==> src/rtl/io_xlate.sv <==
module io_xlate #(
  parameter int STORE_WORDS = 16,
  parameter int WIN_PAGES   = 3,
  parameter logic [7:0][31:0] WIN_TABLE = {
    32'h8000_0000, 32'h8000_0000, 32'hc000_0000, 32'he000_0000,
    32'hf000_0000, 32'hf800_0000, 32'hfc00_0000, 32'hfe00_0000},
  localparam int WORDS = WIN_PAGES * 1024,
  localparam int IDX_W = $clog2(WORDS)
) (
  input  logic             clk,
  input  logic             rst_n,
  input  logic             reg_wr,
  input  logic [IDX_W-1:0] reg_idx,
  input  logic [31:0]      reg_wdata,
  output logic [31:0]      reg_rdata,
  input  logic             xl_req,
  input  logic [31:0]      xl_dva,
  output logic             xl_busy,
  output logic             xl_done,
  output logic [31:0]      xl_pa,
  output logic             mem_req,
  output logic [31:0]      mem_addr,
  input  logic             mem_rvalid,
  input  logic [31:0]      mem_rdata
);
  localparam int SW_W = $clog2(STORE_WORDS);
  localparam logic [IDX_W-1:0] SW_LIM = IDX_W'(STORE_WORDS);

  logic [31:0] regs [STORE_WORDS];
  logic [31:0] win_start;
  logic [31:0] addr_q;
  logic [11:0] off_q;
  logic        busy_q;

  wire         hit    = reg_idx < SW_LIM;
  wire [31:0]  dva_m  = xl_dva & ~win_start;
  wire [31:0]  tbase  = {regs[1][27:0], 4'b0};
  wire [31:0]  eaddr  = tbase + ((dva_m >> 10) & ~32'd3);
  wire [31:0]  swp    = {mem_rdata[7:0], mem_rdata[15:8], mem_rdata[23:16], mem_rdata[31:24]};
  wire         accept = xl_req && !busy_q;
  wire         fill   = busy_q && mem_rvalid;

  assign reg_rdata = hit ? regs[reg_idx[SW_W-1:0]] : 32'd0;
  assign xl_busy   = busy_q;
  assign mem_req   = busy_q;
  assign mem_addr  = addr_q;

  always_ff @(posedge clk) begin
    if (!rst_n) begin
      for (int i = 0; i < STORE_WORDS; i++) regs[i] <= 32'd0;
      win_start <= 32'd0;
    end else if (reg_wr && hit) begin
      regs[reg_idx[SW_W-1:0]] <= reg_wdata;
      if (reg_idx == '0) win_start <= WIN_TABLE[reg_wdata[4:2]];
    end
  end

  always_ff @(posedge clk) begin
    if (!rst_n) begin
      busy_q  <= 1'b0;
      addr_q  <= 32'd0;
      off_q   <= 12'd0;
      xl_done <= 1'b0;
      xl_pa   <= 32'd0;
    end else begin
      xl_done <= 1'b0;
      if (accept) begin
        busy_q <= 1'b1;
        addr_q <= eaddr;
        off_q  <= dva_m[11:0];
      end
      if (fill) begin
        busy_q  <= 1'b0;
        xl_done <= 1'b1;
        xl_pa   <= {1'b0, swp[26:8], off_q};
      end
    end
  end
endmodule

==> config.mk <==
export PLATFORM = sky130hd
export DESIGN_NAME = io_xlate
export DESIGN_NICKNAME = d
export VERILOG_FILES = /design/src/rtl/io_xlate.sv
export SDC_FILE = /design/constraint.sdc
export NUM_CORES = 1
export LEC_CHECK = 0
export BUFFER_PORTS_ARGS = -buffer_cell sky130_fd_sc_hd__buf_2
export CELL_PAD_IN_SITES_DETAIL_PLACEMENT = 0
export CELL_PAD_IN_SITES_GLOBAL_PLACEMENT = 1
export CORE_MARGIN = 1
export CORE_UTILIZATION = 30
export CTS_BUF_LIST = sky130_fd_sc_hd__clkbuf_4 sky130_fd_sc_hd__clkbuf_8
export CTS_CLUSTER_SIZE = 40
export DETAILED_ROUTE_END_ITERATION = 7
export PLACE_DENSITY_LB_ADDON = 0.3
export SETUP_SLACK_MARGIN = 0.02
export SLEW_MARGIN = 40
export SYNTH_ARGS = -nofsm -noshare
export SYNTH_HDL_FRONTEND = slang
export SYNTH_SLANG_ARGS = --single-unit
==> constraint.sdc <==
create_clock -name clk -period 5.01 [get_ports clk]
set_input_delay 1.002 -clock clk [delete_from_list [all_inputs] [get_ports clk]]
set_output_delay 1.002 -clock clk [all_outputs]
set_load 0.02 [all_outputs]
==> impl_results.md, run 1 <==
* Worst-Skew Late Latency at between 0.7 and 0.8 ns
* Critical path capture point type: output port
* Setup violations, final at 0
* Input/output buffers at 195
* Hold_sp: mem_addr[17]
* Root buffer cell: clkbuf_8
* Critical path class: input port to output port
* Fillers at between 8000 and 9000
* Register Area at between 15000 and 20000 µm²
* Leading area contributor after synthesis: edfxtp_1
* Hold Crit Class: flip-flop to flip-flop
* Top cell type's share of synthesized area at 56.8%
* Worst EP required at around 4 ns
* # Post-CTS Setup Buffers at 0
* Die X at around 300 µm
* Final setup TNS at 0 ns
* First-pass GRT wire length at around 110000 µm
* Maximum ir drop on the vdd rail at between 0.15 and 0.2 mV
* Initial core utilization at 30.5%
* First-pass DRT Iterations at 5
* Most frequent CP cell: mux4_2
* Vias in the first global route at 16646
* Mapped cell area at 27100 µm²
* Post-synthesis async set-or-reset flop share at 0%
* Fin cells at 3283
* Max Freq at 227 MHz
* Top post-synthesis cells by area: edfxtp_1 57%, mux4_2 13%, and2_1 11%, dfxtp_1 6.1%, clkbuf_1 1.8%
* GRT Total Usage at approximately 17%
* Final net count at around 2200
* Reg-to-reg endpoint: mem_addr[24]
* R2R Path Start: regs[1][0]
* Final Hold Viols at 0
* DP HPWL at approximately 50000 µm
* CP max-delay cell: mux4_2
* Number of buffers created by CTS at around 100
* PostCTS Resize Cnt at 0
* Area delta synth->final at 17.8%
* Initial antenna violation count at 11
* Syn Area/Cell at approximately 15 µm²
* Sink Count at ~600
* PD cells at 349 nW/µm²
* Skew final at between 0.04 and 0.05 ns
* Most numerous cell in the Yosys netlist: edfxtp_1
* Placed cell count at a little over 3000
* Clk slew on worst S/H paths at around 0.060 ns
* RSZ-0062 raised after global routing: no
* Synthesized instance count at ~1800
* Power after layout at roughly 11 mW
* Post-synth EDFFs at slightly above 500
* Worst r2r path cells at 9
* Detailed Route WL at 78800 µm
* Post-route ant nets at 0
* Final Max Tran Viols at 0
* Synth Flop Type: edfxtp_1
* Die height at just over 300 µm
* Die area at between 90000 and 100000 µm²
* Minimum clock period at ~4.4 ns
* Vias at 16217
* DR DRC count at 0
* Synthesized flop and latch total at ~600
* Slowest stage delay, CP at about 0.53 ns
* Initial DRC count at approximately 1200
* Synth cell count leaders: 512 x edfxtp_1, 474 x and2_1, 160 x mux4_2, 132 x clkbuf_1, 82 x dfxtp_1
* Grt ovf at 0
* Leak Pwr at ~12 nW
* Via-to-Cell Ratio at about 4.9
* Crit path launch type: input port
* Gpl congestion at 0.776
* Cts hold-fix bufs at 0
* Worst slew pin tran at approximately 0.86 ns
* Synth cell types at 68
* Post-DP Area at ~30000 µm²
* Multi-input logic area at approximately 9600 µm²
* Worst-path fanout max at between 60 and 70
* Ports at 212
* Sequential-to-total area share from yosys stat at a little over three fifths
* Share of cells above drive strength 1 at between 20 and 30%
* Row count at about 110
* Max-Cap Viols at 0
* TritonCTS clock tree: done
* Period utilisation layout at between 80% and 90%
* Final hold slack at approximately 0.46 ns
* Hold EP: mem_addr[17]
* Max Buffers Root-to-Sink at 3
* Fin area at ~32000 µm²
* Internal reg-to-reg setup slack at approximately 2.1 ns
* Synth warn at 0
* Status: finished, final reports clean
* Critical path data arrival time at around 3.4 ns
* H-Tree Depth at 3
* Hold Path Depth at 2
* Pin count of the biggest net entering global routing at approximately 70
* Core area at between 80000 and 90000 µm²
* Slew margin rel. at a little over two fifths
* Routed len/inst at roughly 24 µm
* Crit path cell chain: buf_8, buf_4, mux4_2, mux4_2, nor2b_1, buf_2
## worst max-delay path by stage
stage | cells after the start | startpoint | slack, ns | to
3_3_place_gp | 6 | reg_idx[1] | 0.49 | reg_rdata[0]
6_report | 6 | reg_idx[1] | 0.61 | reg_rdata[0]
5_1_grt | 6 | reg_idx[1] | 0.55 | reg_rdata[0]
3_5_place_dp | 6 | reg_idx[1] | 0.62 | reg_rdata[0]
4_1_cts | 6 | reg_idx[1] | 0.62 | reg_rdata[0]
2_1_floorplan | 7 | reg_idx[0] | 0.15 | regs[11][0]
## critical path, delay by kind of cell
kind	cells	cell delay [ns]
muxes	2	0.97
buffers and inverters	3	1.15
and+or+nand+nor	1	0.15
## metal layers
| layer | wire, µm | track usage (%) | vias up |
|---|---|---|---|
| li1 | - | - | 7226 |
| met1 | 34000 | 23.1 | 8310 |
| met2 | 37200 | 28.1 | 556 |
| met3 | 6030 | 4.22 | 119 |
| met4 | 1590 | 4.50 | 6 |
| met5 | 36 | 0 | - |
## kinds of logic (layout without fill, tap and decap cells)
logic type      Yosys count  in the layout  synth area share [%]
simple gates            713            713                  15.5
flops                   594            594                  62.8
buf+inv                 170            446                  2.59
mux                     163            163                  13.4
compound gates          159            159                  4.32
fa+ha+maj                19             19                 0.905
xor+xnor                 13             13                 0.420
other cells               1             11                0.0138
## placed cells by master (no fill, tap or decap), drive strengths merged, types with 3 or more instances in the layout
cell and instances:
or3 4, o21a 4, diode 8, o21bai 3, xor2 6, and2 474
nand3 20, conb 3, and3 37, nor3 20, a21oi 15, a211oi 3
clkinv 37, o21ai 40, nand2 67, dfxtp 82, nand3b 5, a21o 7
buf 253, nand4 3, o211ai 5, edfxtp 512, nor4 3, inv 12
a31oi 9, mux2i 3, a21boi 18, a22o 36, xnor2 7, nor3b 3
ha 18, clkbuf 141, mux4 160, nor2b 43, nor2 27
## final cells by class
| type | instances | share of cell area [%] |
|---|---|---|
| flip-flops and latches | 594 | 53.3 |
| multi-input cells | 1070 | 30.2 |
| repair buffers | 254 | 5.43 |
| clock buffers | 140 | 5.39 |
| well taps | 1165 | 4.57 |
| clock inverters | 45 | 0.941 |
| inverters | 7 | 0.0902 |
| diodes | 8 | 0.0628 |
## sequential cells by signal, summed over array words and instances (netlist names)
signal / count
regs: 512
xl_pa: 31
mem_addr: 30
off_q: 12
win_start: 7
mem_req: 1
xl_done: 1
## power by group
group / internal, mW / switching [mW]
clock network: 2.34 / 2.09
registers: 5.61 / 0.0859
logic: 0.419 / 0.578
total: 8.37 / 2.76
## metrics by stage
stage                     utilization [%]  setup WS (ns)
after floorplan                         -          0.151
after global placement               33.5          0.486
after detailed placement             33.6          0.623
after CTS                            35.8          0.617
after global routing                 35.9          0.546
final                                35.9          0.608
Note: power is estimated with default switching activity, not from simulation.
==> inputs of run 2 (changes only) <==
CORE_ASPECT_RATIO = 1.4   (was unset)
==> run 2 against run 1 <==
Effect of this change:
- clock skew down 0.0089 ns
- setup slack better by 0.11 ns
- flip-flop and latch count unchanged
- clock power down 7.7%
- non-clock buffer count up 11
- cell count up 0.27%
- combinational power down 1%
- fmax up 2.6%
- first-iteration DRC count down 4.6%
- critical path depth unchanged
==> impl_results.md, run 2 (same netlist as run 1, synthesis figures left out) <==
* Sink Count at about 600
* Hold Crit Class: flip-flop to flip-flop
* Vias in the first global route at between 15000 and 20000
* Row count at 130
* Clk slew on worst S/H paths at roughly 0.06 ns
* Pin count of the biggest net entering global routing at 51
* Number of buffers created by CTS at slightly above 90
* DP HPWL at ~49000 µm
* Hold Path Depth at 1
* Worst-Skew Late Latency at between 0.7 and 0.8 ns
* Critical path data arrival time at about 3.3 ns
* Metal-1 WL at approximately 29000 µm
* R2R Path Start: regs[1][4]
* Final net count at between 2000 and 2500
* First-pass GRT wire length at 112000 µm
* Maximum ir drop on the vdd rail at roughly 0.19 mV
* Met3 WL at ~4900 µm
* Initial core utilization at 30.2%
* Routed len/inst at about 23 µm
* Gpl congestion at around 0.82
* Die area at 91500 µm²
* Worst EP required at about 4.0 ns
* Reg-to-reg endpoint: mem_addr[27]
* Register Area at about 17000 µm²
* RSZ-0062 raised after global routing: no
* Fin cells at ~3300
* Placed cell count at around 3100
* Worst r2r path cells at 8
* Max Freq at around 230 MHz
* Grt ovf at 0
* Setup violations, final at 0
* Skew final at ~0.036 ns
* Max Buffers Root-to-Sink at 3
* GRT Total Usage at between 10% and 20%
* Max-Cap Viols at 0
* Leak Pwr at 11.5 nW
* Commonest non-fill, non-tap cell in the layout: edfxtp_1
* Crit path launch type: input port
* PD cells at roughly 340 nW/µm²
* Initial DRC count at 1164
* First-pass DRT Iterations at 7
* Status: finished, final reports clean
* Core area at 89600 µm²
* DR DRC count at 0
* Hold EP: win_start[28]
* Detailed Route WL at 76200 µm
* Final setup TNS at 0 ns
* Internal reg-to-reg setup slack at 2.02 ns
* Initial antenna violation count at 16
* Top Metal Used: met5
* Input/output buffers at about 200
* Top reg by flops: regs
* Commonest non-fill, non-tap cells in the layout: 512 x edfxtp_1, 474 x and2_1, 191 x buf_2, 160 x mux4_2, 97 x clkbuf_8
* Multi-input logic area at a little under 10000 µm²
* Detail Route met2 WL at slightly above 40000 µm
* Period utilisation layout at a little under nine tenths
* Post-route ant nets at 0
* # Post-CTS Setup Buffers at 0
* TritonCTS clock tree: done
* Via-to-Cell Ratio at 4.91
* Worst slew pin tran at roughly 0.81 ns
* Root buffer cell: clkbuf_8
* Fillers at roughly 8600
* Largest register FFs at just over 500
* Worst-path fanout max at 43
* Minimum clock period at 4.29 ns
* Final Hold Viols at 0
* Die height at approximately 360 µm
* PostCTS Resize Cnt at 0
* Cts hold-fix bufs at 0
* Ports at between 200 and 250
* Final Max Tran Viols at 0
* Slew margin rel. at between 40% and 50%
* H-Tree Depth at 3
* Critical path capture point type: output port
* Die X at 256 µm
* Critical path class: input port to output port
* Vias at approximately 16000
* Hold_sp: win_start[28]
* Share of cells above drive strength 1 at 29.3%
* Area delta synth->final at 17.5%
## run 2: cell count changes in the layout (fill, tap and decap cells not counted), sizes merged
cell	delta
bufinv	+1
clkinvlp	+1
clkinv	-4
buf	+11
diode	-5
clkbuf	-18
## run 2: routing by layer
layer | GRT usage (%) | vias up
met5 | 0 | -
met4 | 5.57 | 12
met3 | 3.80 | 129
met2 | 30.9 | 521
met1 | 19.0 | 8283
li1 | - | 7208
## run 2: worst max path at each step
stage                           from      endpoint  slack, ns  cells after the start
after CTS                 reg_idx[0]  reg_rdata[0]       0.64                      6
after floorplan           reg_idx[0]   regs[11][0]       0.15                      7
after global placement    reg_idx[0]  reg_rdata[0]       0.66                      6
final                     reg_idx[0]  reg_rdata[0]       0.72                      6
after detailed placement  reg_idx[0]  reg_rdata[0]       0.64                      6
after global routing      reg_idx[0]  reg_rdata[0]       0.58                      6
## run 2: per-stage QoR
stage / power [mW] / setup WS (ns) / hold slack, ns / utilization [%] / area, µm²
final: 10.8 / 0.719 / 0.460 / 35.5 / 31800
after global routing: 11.2 / 0.579 / 0.471 / 35.5 / 31800
after CTS: 10.9 / 0.642 / 0.444 / 35.5 / 31800
after detailed placement: 6.80 / 0.638 / 0.447 / 33.5 / 30000
after global placement: 6.77 / 0.663 / 0.444 / 33.5 / 30000
after floorplan: 6.40 / 0.151 / 0.427 / - / 27100
## run 2: power breakdown
| part | internal [mW] | total [mW] | leakage, nW | switching (mW) |
|---|---|---|---|---|
| sequential | 5.60 | 5.69 | 5.53 | 0.0891 |
| clock | 2.14 | 4.10 | 0.957 | 1.96 |
| combinational | 0.424 | 0.985 | 4.99 | 0.561 |
| total | 8.17 | 10.8 | 11.5 | 2.61 |
## run 2: layout make-up
cell class              instances  share of cell area, %
flip-flops and latches        594                   53.5
clock inverters                43                  0.939
inverters                       7                 0.0825
multi-input cells            1070                   30.2
repair buffers                265                   5.85
well taps                    1188                   4.67
diodes                          3                 0.0236
clock buffers                 122                   4.76
## run 2: critical path, cell delays in order
cell,delay (ns)
clkbuf_8,0.46
buf_4,0.38
mux4_2,0.55
mux4_2,0.45
nor2b_1,0.19
buf_2,0.22
==> inputs of run 3 (changes only) <==
ABC_AREA = 1   (was unset)
PLACE_DENSITY_LB_ADDON = 0.1   (was 0.3)
==> run 3 against run 2 <==
Effect of this change:
- sequential power about the same
- critical endpoint is now reg_rdata[10]
- via count grew 20%
- setup slack worse by 0.0024 ns
- combinational power is 2.5% lower
- fmax barely moved
- critical path depth rose by 3
- utilization grew 0.099 points
- non-clock buffer count is 6 higher
- die area fell by 5.6%
==> impl_results.md, run 3 <==
* Post-route ant nets at 0
* First-pass GRT wire length at 133000 µm
* Worst-path fanout max at 37
* Synth Flop Type: edfxtp_1
* Worst-Skew Late Latency at just over 0.7 ns
* R2R Path Start: regs[1][0]
* Leak Pwr at 11.9 nW
* Final Max Tran Viols at 0
* Max-Cap Viols at 0
* Cts hold-fix bufs at 0
* Synth warn at 0
* Post-synth EDFFs at a little over 500
* Number of buffers created by CTS at between 90 and 100
* Final net count at approximately 2800
* Worst r2r path cells at 14
* Synthesized flop and latch total at between 500 and 600
* Hold Crit Class: flip-flop to flip-flop
* Initial DRC count at about 1300
* H-Tree Depth at 3
* Die area at approximately 86000 µm²
* TritonCTS clock tree: done
* Sink Count at 594
* Reg-to-reg endpoint: mem_addr[30]
* Top post-synthesis cells by area: edfxtp_1 60%, nor2_1 9.9%, dfxtp_1 6.4%, o22ai_1 6.1%, nand2_1 4.4%
* Via-to-Cell Ratio at ~5
* Synthesized instance count at around 2500
* # Post-CTS Setup Buffers at 0
* First-pass DRT Iterations at 5
* Synth cell types at 36
* Most numerous cell in the Yosys netlist: nor2_1
* Top reg by flops: regs
* Final core utilization at 35.6%
* Final Hold Viols at 0
* Clk slew on worst S/H paths at 0.06 ns
* Power after layout at between 10 and 15 mW
* Max Freq at approximately 230 MHz
* Critical path data arrival time at ~3.3 ns
* Hold EP: xl_pa[8]
* Critical path class: input port to output port
* Commonest non-fill, non-tap cells in the layout: 668 x nor2_1, 512 x edfxtp_1, 287 x nand2_1, 248 x o22ai_1, 195 x buf_2
* Pin count of the biggest net entering global routing at 63
* GRT Total Usage at 20.9%
* Skew final at 0.0280 ns
* Ports at roughly 210
* Leading area contributor after synthesis: edfxtp_1
* Commonest non-fill, non-tap cell in the layout: nor2_1
* Routed len/inst at 23.6 µm
* Root buffer cell: clkbuf_8
* Row count at 126
* Share of cells above drive strength 1 at about 17%
* Worst slew pin tran at ~0.71 ns
* PostCTS Resize Cnt at 0
* Die X at 249 µm
* Crit path launch type: input port
* Minimum clock period at 4.29 ns
* Detailed Route WL at 91100 µm
* Input/output buffers at just under 200
* RSZ-0062 raised after global routing: no
* Mapped cell area at approximately 26000 µm²
* Die height at ~350 µm
* Initial core utilization at 30.3%
* Final setup TNS at 0 ns
* Hold Path Depth at 2
* Largest register FFs at 512
* Vias at 19331
* PD cells at approximately 360 nW/µm²
* Syn Area/Cell at 10.2 µm²
* DP HPWL at between 50000 and 60000 µm
* Grt ovf at 0
* Sequential-to-total area share from yosys stat at ~67%
* Area delta synth->final at 17.5%
* Max Buffers Root-to-Sink at 3
* Core area at roughly 84000 µm²
* Status: finished, final reports clean
* Critical path capture point type: output port
* Hold_sp: off_q[8]
* Period utilisation layout at 85.7%
* Post-synthesis async set-or-reset flop share at 0%
* Gpl congestion at about 0.78
* Internal reg-to-reg setup slack at approximately 2.5 ns
* Slew margin rel. at a little over half
* Vias in the first global route at a little under 20000
* DR DRC count at 0
* Worst EP required at about 4 ns
* Synth cell count leaders: 673 x nor2_1, 512 x edfxtp_1, 302 x nand2_1, 248 x o22ai_1, 150 x o21ai_0
* Maximum ir drop on the vdd rail at 0.182 mV
* Fillers at roughly 8500
* Setup violations, final at 0
* Top cell type's share of synthesized area at approximately 60%
* Initial antenna violation count at 2
[run 3: cell count changes after synthesis, moves of 91 or more]
cell	change
o22ai_1	+247
and2_1	-472
o21ai_0	+124
mux4_2	-160
inv_1	+136
nand3_1	+91
nor2_1	+646
nand2_1	+235
[run 3: critical path: stages]
cell and delay [ns]:
buf_2 0.22, inv_2 0.13, nand2_4 0.53, buf_4 0.31
o22ai_1 0.08, o21ai_0 0.49, nand3_1 0.13, nor2_1 0.16
buf_2 0.19
[run 3: cell families (layout without fill, tap and decap cells)]
family          Yosys count  in the layout  synth area share (%)
compound gates          436            436                  9.89
xor+xnor                  9              9                 0.308
fa+ha+maj                19             19                 0.959
buf+inv                 324            593                  4.98
flops                   594            594                  66.6
other cells               1              5                0.0147
simple gates           1115           1115                  17.3
[run 3: final cells by class]
class,instances,area (µm²),share of cell area (%)
diodes,2,5.00,0.0167
clock buffers,144,1740,5.81
clock inverters,31,186,0.621
inverters,147,557,1.85
multi-input cells,1582,7380,24.6
flip-flops and latches,594,17000,56.6
well taps,1088,1360,4.53
repair buffers,271,1800,5.98
[run 3: worst max-delay path by stage]
stage | from | endpoint | slack (ns) | cells past startpoint
after global routing | reg_idx[1] | reg_rdata[29] | 0.60 | 9
after floorplan | reg_idx[0] | reg_rdata[11] | 1.62 | 9
after global placement | reg_idx[1] | reg_rdata[28] | 0.75 | 9
after detailed placement | reg_idx[1] | reg_rdata[28] | 0.73 | 9
final | reg_idx[0] | reg_rdata[10] | 0.72 | 9
after CTS | reg_idx[1] | reg_rdata[28] | 0.72 | 9
[run 3: power by group]
group	switching [mW]	internal (mW)
clock	1.97	2.32
sequential	0.0985	5.61
combinational	0.684	0.275
total	2.75	8.20
[run 3: stage by stage]
step,cell area (µm²),hold slack [ns],cells,worst slack (ns)
3_3_place_gp,28100,0.425,3682,0.753
5_1_grt,30000,0.452,3858,0.602
4_1_cts,30000,0.422,3857,0.721
6_report,30000,0.434,3859,0.716
3_5_place_dp,28100,0.425,3682,0.730
2_1_floorplan,25600,0.414,2500,1.62
[run 3: metal layers]
metal / track usage [%] / part of all wire (%) / wire length (µm)
met4: 5.88 / 1.9 / 1720
met2: 39.4 / 53 / 48700
met1: 24.5 / 40 / 36800
met3: 2.70 / 4.2 / 3830
met5: 0 / 0 / 0
